--- config.mk ---
export PLATFORM = sky130hd
export DESIGN_NAME = port_prio_classifier
export DESIGN_NICKNAME = d
export VERILOG_FILES = /design/src/rtl/port_cls_pkg.sv /design/src/rtl/pcls_regfile.sv /design/src/rtl/pcls_exact_match.sv /design/src/rtl/pcls_range_match.sv /design/src/rtl/port_prio_classifier.sv
export SDC_FILE = /design/constraint.sdc
export NUM_CORES = 1
export LEC_CHECK = 0
export BUFFER_PORTS_ARGS = -buffer_cell sky130_fd_sc_hd__buf_2
export CELL_PAD_IN_SITES_DETAIL_PLACEMENT = 1
export CELL_PAD_IN_SITES_GLOBAL_PLACEMENT = 2
export CORE_ASPECT_RATIO = 2
export CORE_MARGIN = 2
export CORE_UTILIZATION = 42
export CTS_CLUSTER_SIZE = 25
export DETAILED_ROUTE_END_ITERATION = 10
export PLACE_DENSITY = 0.93
export SYNTH_ARGS = -nofsm -noshare
export SYNTH_HDL_FRONTEND = slang
export SYNTH_SLANG_ARGS = --single-unit
--- constraint.sdc ---
create_clock -name clk -period 6.88 [get_ports clk]
set_clock_uncertainty 0.15 [all_clocks]
set_input_delay 0.688 -clock clk [delete_from_list [all_inputs] [get_ports clk]]
set_output_delay 0.688 -clock clk [all_outputs]
set_load 0.02 [all_outputs]
--- src/rtl/port_cls_pkg.sv ---
`timescale 1ns/1ps
package port_cls_pkg;
    localparam int PORT_W    = 16;
    localparam int N_ENTRIES = 8;
    localparam int N_PBYTES  = N_ENTRIES / 2;
    localparam int ADDR_W    = 5;

    // configuration address map
    localparam logic [ADDR_W-1:0] A_PORT_LO = 5'h00;
    localparam logic [ADDR_W-1:0] A_PORT_HI = 5'h08;
    localparam logic [ADDR_W-1:0] A_ENABLE  = 5'h10;
    localparam logic [ADDR_W-1:0] A_PRIO    = 5'h11;
    localparam logic [ADDR_W-1:0] A_RLOW_L  = 5'h15;
    localparam logic [ADDR_W-1:0] A_RLOW_H  = 5'h16;
    localparam logic [ADDR_W-1:0] A_RUP_L   = 5'h17;
    localparam logic [ADDR_W-1:0] A_RUP_H   = 5'h18;
    localparam logic [ADDR_W-1:0] A_RCODE   = 5'h19;

    typedef logic [3:0] prio_code_t;

    typedef struct packed {
        logic       hit;
        logic [2:0] prio;
        logic       drop;
    } cls_result_t;

    typedef enum logic [1:0] {
        SRC_NONE  = 2'd0,
        SRC_EXACT = 2'd1,
        SRC_RANGE = 2'd2
    } cls_src_e;

    function automatic cls_result_t code_to_result(input prio_code_t code);
        cls_result_t r;
        r.hit  = 1'b1;
        r.prio = code[3:1];
        r.drop = code[0];
        return r;
    endfunction
endpackage

--- src/rtl/pcls_regfile.sv ---
`timescale 1ns/1ps
module pcls_regfile
    import port_cls_pkg::*;
(
    input  logic                               clk,
    input  logic                               rst,
    input  logic                               cfg_wr,
    input  logic [ADDR_W-1:0]                  cfg_addr,
    input  logic [7:0]                         cfg_wdata,
    output logic [N_ENTRIES-1:0][PORT_W-1:0]   ent_port,
    output logic [N_ENTRIES-1:0]               ent_en,
    output logic [N_PBYTES-1:0][7:0]           prio_byte,
    output logic [PORT_W-1:0]                  rng_low,
    output logic [PORT_W-1:0]                  rng_up,
    output prio_code_t                         rng_code
);
    always_ff @(posedge clk) begin
        if (rst) begin
            ent_port  <= '0;
            ent_en    <= '0;
            prio_byte <= '0;
            rng_low   <= '0;
            rng_up    <= '0;
            rng_code  <= '0;
        end else if (cfg_wr) begin
            for (int i = 0; i < N_ENTRIES; i++) begin
                if (cfg_addr == A_PORT_LO + ADDR_W'(i))
                    ent_port[i][7:0] <= cfg_wdata;
                if (cfg_addr == A_PORT_HI + ADDR_W'(i))
                    ent_port[i][15:8] <= cfg_wdata;
            end
            for (int k = 0; k < N_PBYTES; k++) begin
                if (cfg_addr == A_PRIO + ADDR_W'(k))
                    prio_byte[k] <= cfg_wdata;
            end
            case (cfg_addr)
                A_ENABLE: ent_en         <= cfg_wdata[N_ENTRIES-1:0];
                A_RLOW_L: rng_low[7:0]   <= cfg_wdata;
                A_RLOW_H: rng_low[15:8]  <= cfg_wdata;
                A_RUP_L:  rng_up[7:0]    <= cfg_wdata;
                A_RUP_H:  rng_up[15:8]   <= cfg_wdata;
                A_RCODE:  rng_code       <= cfg_wdata[3:0];
                default: ;
            endcase
        end
    end


    reset_clear_chk: assert property (@(posedge clk)
        $past(rst) |-> (ent_en == '0 && rng_low == '0 && rng_up == '0));
endmodule

--- src/rtl/pcls_exact_match.sv ---
`timescale 1ns/1ps
module pcls_exact_match
    import port_cls_pkg::*;
(
    input  logic                              clk,
    input  logic                              rst,
    input  logic [PORT_W-1:0]                 port,
    input  logic [N_ENTRIES-1:0][PORT_W-1:0]  ent_port,
    input  logic [N_ENTRIES-1:0]              ent_en,
    input  logic [N_PBYTES-1:0][7:0]          prio_byte,
    output logic                              found,
    output logic [$clog2(N_ENTRIES)-1:0]      idx,
    output prio_code_t                        code
);
    localparam int IDX_W = $clog2(N_ENTRIES);

    logic [N_ENTRIES-1:0] hit_vec;
    prio_code_t           ent_code [N_ENTRIES];

    for (genvar g = 0; g < N_ENTRIES; g++) begin : g_ent
        assign hit_vec[g]  = ent_en[g] && (ent_port[g] == port);
        assign ent_code[g] = prio_byte[g/2][(g%2)*4 +: 4];
    end

    // lowest-numbered hit wins
    always_comb begin
        found = 1'b0;
        idx   = '0;
        for (int i = N_ENTRIES - 1; i >= 0; i--) begin
            if (hit_vec[i]) begin
                found = 1'b1;
                idx   = IDX_W'(i);
            end
        end
    end

    assign code = ent_code[idx];


    exact_enabled_chk: assert property (@(posedge clk) disable iff (rst)
        found |-> (ent_en[idx] && ent_port[idx] == port));


    exact_lowest_chk: assert property (@(posedge clk) disable iff (rst)
        found |-> ((hit_vec & ((N_ENTRIES'(1) << idx) - N_ENTRIES'(1))) == '0));
endmodule

--- src/rtl/pcls_range_match.sv ---
`timescale 1ns/1ps
module pcls_range_match
    import port_cls_pkg::*;
(
    input  logic              clk,
    input  logic              rst,
    input  logic [PORT_W-1:0] port,
    input  logic [PORT_W-1:0] rng_low,
    input  logic [PORT_W-1:0] rng_up,
    output logic              in_range
);
    logic window_on;

    assign window_on = rng_up > rng_low;
    assign in_range  = window_on && (port > rng_low) && (port < rng_up);


    range_bounds_chk: assert property (@(posedge clk) disable iff (rst)
        in_range |-> (port != rng_low && port != rng_up));


    range_order_chk: assert property (@(posedge clk) disable iff (rst)
        (rng_up <= rng_low) |-> !in_range);
endmodule

--- src/rtl/port_prio_classifier.sv ---
`timescale 1ns/1ps
module port_prio_classifier
    import port_cls_pkg::*;
(
    input  logic              clk,
    input  logic              rst,
    input  logic              cfg_wr,
    input  logic [4:0]        cfg_addr,
    input  logic [7:0]        cfg_wdata,
    input  logic              lkp_valid,
    input  logic [15:0]       lkp_port,
    output logic              res_valid,
    output logic              res_hit,
    output logic [2:0]        res_prio,
    output logic              res_drop
);
    logic [N_ENTRIES-1:0][PORT_W-1:0] ent_port;
    logic [N_ENTRIES-1:0]             ent_en;
    logic [N_PBYTES-1:0][7:0]         prio_byte;
    logic [PORT_W-1:0]                rng_low, rng_up;
    prio_code_t                       rng_code;

    logic                         ex_found;
    logic [$clog2(N_ENTRIES)-1:0] ex_idx;
    prio_code_t                   ex_code;
    logic                         rg_hit;

    cls_src_e    src;
    cls_result_t sel_res, res_q;
    logic        vld_q;

    pcls_regfile u_regs (
        .clk(clk), .rst(rst),
        .cfg_wr(cfg_wr), .cfg_addr(cfg_addr), .cfg_wdata(cfg_wdata),
        .ent_port(ent_port), .ent_en(ent_en), .prio_byte(prio_byte),
        .rng_low(rng_low), .rng_up(rng_up), .rng_code(rng_code)
    );

    pcls_exact_match u_exact (
        .clk(clk), .rst(rst), .port(lkp_port),
        .ent_port(ent_port), .ent_en(ent_en), .prio_byte(prio_byte),
        .found(ex_found), .idx(ex_idx), .code(ex_code)
    );

    pcls_range_match u_range (
        .clk(clk), .rst(rst), .port(lkp_port),
        .rng_low(rng_low), .rng_up(rng_up), .in_range(rg_hit)
    );

    always_comb begin
        if (ex_found)    src = SRC_EXACT;
        else if (rg_hit) src = SRC_RANGE;
        else             src = SRC_NONE;
        case (src)
            SRC_EXACT: sel_res = code_to_result(ex_code);
            SRC_RANGE: sel_res = code_to_result(rng_code);
            default:   sel_res = '0;
        endcase
    end

    always_ff @(posedge clk) begin
        if (rst) begin
            vld_q <= 1'b0;
            res_q <= '0;
        end else begin
            vld_q <= lkp_valid;
            res_q <= lkp_valid ? sel_res : '0;
        end
    end

    assign res_valid = vld_q;
    assign res_hit   = res_q.hit;
    assign res_prio  = res_q.prio;
    assign res_drop  = res_q.drop;


    valid_follow_chk: assert property (@(posedge clk) disable iff (rst)
        lkp_valid |=> res_valid);


    valid_idle_chk: assert property (@(posedge clk) disable iff (rst)
        !lkp_valid |=> (!res_valid && !res_hit && res_prio == 3'd0 && !res_drop));


    nomatch_zero_chk: assert property (@(posedge clk) disable iff (rst)
        (res_valid && !res_hit) |-> (res_prio == 3'd0 && !res_drop));


    exact_first_chk: assert property (@(posedge clk) disable iff (rst)
        (lkp_valid && ex_found) |=> (res_hit && {res_prio, res_drop} == $past(ex_code)));
endmodule

==> run summary <==
===============================================================================================
Distinct cells, synth ............................................................           58
Cell Area, Placed ................................................................   11,400 um2
DRC violations left ..............................................................            0
Number of CTS-inserted buffers ...................................................           21
Number of rows in the core area ..................................................           83
CTS root buf .....................................................................    clkbuf_16
Actual transition at the worst max-transition pin ................................      1210 ps
Setup-failing EPs final ..........................................................            0
Area growth from synthesis to final layout .......................................        9.37%
Status ........................................................................... finished clean
TritonCTS clock tree .............................................................        built
Overall via count from detail_route ..............................................        9,006
Number of antenna-violating nets in the routed design ............................            0
Required time reported for the critical path endpoint ............................      7150 ps
Cell area after layout ...........................................................   12,000 um2
Flops & latches, synth ...........................................................          210
F_max ............................................................................    0.294 GHz
Reg-to-reg critical path endpoint ................................................ res_prio[0]$_SDFF_PP0_
Number of filler instances in the final layout ...................................        3,080
Starting density of the core .....................................................        0.427
Type of element launching the critical path ......................................   input port
Power density normalized to cell area ............................................   217 nW/um2
Detail-routed net length per standard cell .......................................      23.4 um
Depth of the CTS H-tree ..........................................................            1
Final Max Slew Viols .............................................................            0
Number of cells upsized or downsized after cts ...................................            0
Yosys Warn Count .................................................................            0
Vertical die dimension ...........................................................       233 um
Total inserted antenna cells .....................................................            0
Number of buffers on the longest clock path ......................................            3
End-of-flow core utilization .....................................................        0.467
Number of nets at the end of the flow ............................................        1,303
Start point of the critical path .................................................  lkp_port[9]
Clock sink count .................................................................          210
Cells after Synth ................................................................        1,231
Final period util ................................................................        0.495
Area of the placeable core .......................................................   25,800 um2
# IOs ............................................................................           39
Maximum capacitance violations ...................................................            0
Maximum number of pins on one net before global-route repair .....................           79
Worst max-slew margin expressed relative to the limit ............................        0.190
Count of input and output buffers ................................................           38
Critical path peak fanout ........................................................           10
Post-DP HPWL .....................................................................      25.7 mm
Post-synthesis instance area .....................................................   11,000 um2
Path class of the lowest-slack min-delay path .................................... flop to flop
Number of enable-type register cells in the synthesized netlist ..................            0
Iteration count of the initial detailed-routing pass .............................            4
Total count of hold-check failures in the final report ...........................            0
Syn_area_per_cell ................................................................     8.93 um2
Number of global-route vias before repair ........................................        9,711
Final RePlAce weighted congestion ................................................        0.907
Die Wd ...........................................................................       118 um
Setup fix buffers added after clock tree synthesis ...............................            0
DR iter-0 viols ..................................................................          411
Global router's overall resource usage ...........................................        0.267
Worst EP arrival .................................................................      3680 ps
Sum of negative setup slack ......................................................         0 ps
Top_reg_cell synth ...............................................................      dfxtp_1
Post-Syn Nets ....................................................................        1,311
Register-to-register path setup slack ............................................      3510 ps
Setup repair after global routing missed its margin ..............................        false
Share of synthesized flip-flops with an asynchronous set or reset ................            0
Clock input transition at the sequential cells of the worst setup and hold paths .        70 ps
VDD IR max .......................................................................     0.231 mV
Sequential-to-total area share from yosys stat ...................................        0.383
Minimum clock period after layout ................................................      3400 ps
End of the worst hold path ....................................................... u_regs.ent_port[66]$_SDFFE_PP0P_
DIE AREA .........................................................................   27,600 um2
Launch point of the worst reg-to-reg path ........................................ u_regs.rng_low[11]$_SDFFE_PP0P_
Leak Pwr .........................................................................   0.00486 uW
Category of the most critical setup path ......................................... input port to flop
Hold Startpoint .................................................................. u_regs.ent_port[66]$_SDFFE_PP0P_
Depth of the worst hold-timing path ..............................................            2
Proportion of layout cells with a drive suffix above 1 ...........................       0.0754
Overall overflow remaining after global route ....................................            0
DR vias/cell .....................................................................         5.72
Post-CTS Hold Fix Bufs ...........................................................            0
Initial antenna violation count ..................................................            0
Total length of routed wires .....................................................      36.8 mm
Crit end category ................................................................         flop
Clock latency on the worst-skew pair .............................................       520 ps
Cells on worst reg2reg path ......................................................           10
Wire length of the first global-routing pass .....................................      56.0 mm
===============================================================================================
cells in the mapped netlist, types with 10 or more instances:
cell	number	share of area
xor2_1	69	0.055
mux2i_1	172	0.16
ha_1	47	0.054
buf_2	13	0.0059
nand4_1	28	0.016
nor2_1	190	0.065
nand2_1	71	0.024
dfxtp_1	210	0.38
nor4_1	21	0.012
o21ai_0	10	0.0046
nand2b_1	10	0.0057
clkbuf_1	59	0.020
xnor2_1	58	0.046
inv_1	35	0.012
nand4b_1	11	0.0088
nor3_1	16	0.0073
nand3_1	68	0.031
a21oi_1	53	0.024
layout by cell type, fill, tap and decap left out, types with 3 or more instances in the layout:
cell type  instances
a2111oi_0          3
a211oi_1           4
a21o_1             4
a21oi_1           53
and3_1             4
buf_2             37
buf_4             11
clkbuf_1           4
clkbuf_16         21
clkinv_2           4
dfxtp_1          210
ha_1              47
inv_1             35
mux2i_1          172
nand2_1           71
nand2b_1          10
nand3_1           68
nand3b_1           4
nand4_1           28
nand4b_1          11
nor2_1           190
nor2b_1            4
nor3_1            15
nor3b_1            4
nor4_1            21
nor4b_1            3
o211a_1            4
o21ai_0           10
o221ai_1           4
o2bb2ai_1          4
or2_2              3
or4_1              4
or4b_1             4
xnor2_1           58
xor2_1            69
power by group:
group          switching [uW]  internal, uW  total [uW]
registers                6.90          1220        1230
logic                     167          68.2         236
clock network             492           655        1150
total                     666          1950        2610
metrics by stage:
stage	power, uW	instances	hold WS, ps	worst slack [ps]
2_1_floorplan	1410	1231	298	3870
3_3_place_gp	1480	1540	304	3120
3_5_place_dp	1490	1540	309	3050
4_1_cts	2630	1574	318	3590
5_1_grt	2700	1574	340	3390
6_report	2610	1574	317	3480
flip-flops by register name, indices dropped and copies added, names as in the netlist:
register	count
res_hit	1
u_regs.rng_low	16
res_valid	1
u_regs.ent_port	128
u_regs.ent_en	8
res_drop	1
u_regs.prio_byte	32
res_prio	3
u_regs.rng_up	16
u_regs.rng_code	4
cell type report:
cell class                      count  area [um2]  share of cell area
Timing Repair Buffer               49         279              0.0232
Clock inverter                      7        87.6             0.00729
Sequential cell                   210        4200               0.350
Clock buffer                       27         568              0.0473
Inverter                           35         131              0.0109
Multi-Input combinational cell    906        6320               0.526
Tap cell                          340         425              0.0354
worst max-delay path, cell delays in order:
cell and delay, ps:
buf_2 380, ha_1 330, nand4_1 280, nor3_1 120
a32o_1 280, a2111oi_1 1000, nand3_1 170, nor3_1 180
o21ai_0 130, o221ai_1 120
worst max-delay path by stage:
stage                                        end
after detailed placement  res_prio[0]$_SDFF_PP0_
final                     res_prio[0]$_SDFF_PP0_
after floorplan           res_prio[1]$_SDFF_PP0_
after CTS                 res_prio[0]$_SDFF_PP0_
after global routing      res_prio[0]$_SDFF_PP0_
after global placement    res_prio[2]$_SDFF_PP0_
metal layers:
layer  routed length, um  track usage
met5                   0            0
met3                1410       0.0252
met1               12900        0.264
met2               20200        0.529
met4                2320        0.158
logic make-up (layout without fill, tap and decap cells):
kind of cell / Yosys count / in the layout / share of synthesized area
adder cells (fa/ha/maj): 47 / 47 / 0.0535
XOR/XNOR: 128 / 128 / 0.103
AO/OA/AOI/OAI: 100 / 100 / 0.0581
AND/OR/NAND/NOR: 459 / 459 / 0.204
flip-flops: 210 / 210 / 0.383
multiplexers: 172 / 172 / 0.157
buffers and inverters: 115 / 118 / 0.0426
Note: power is estimated with default switching activity, not from simulation.
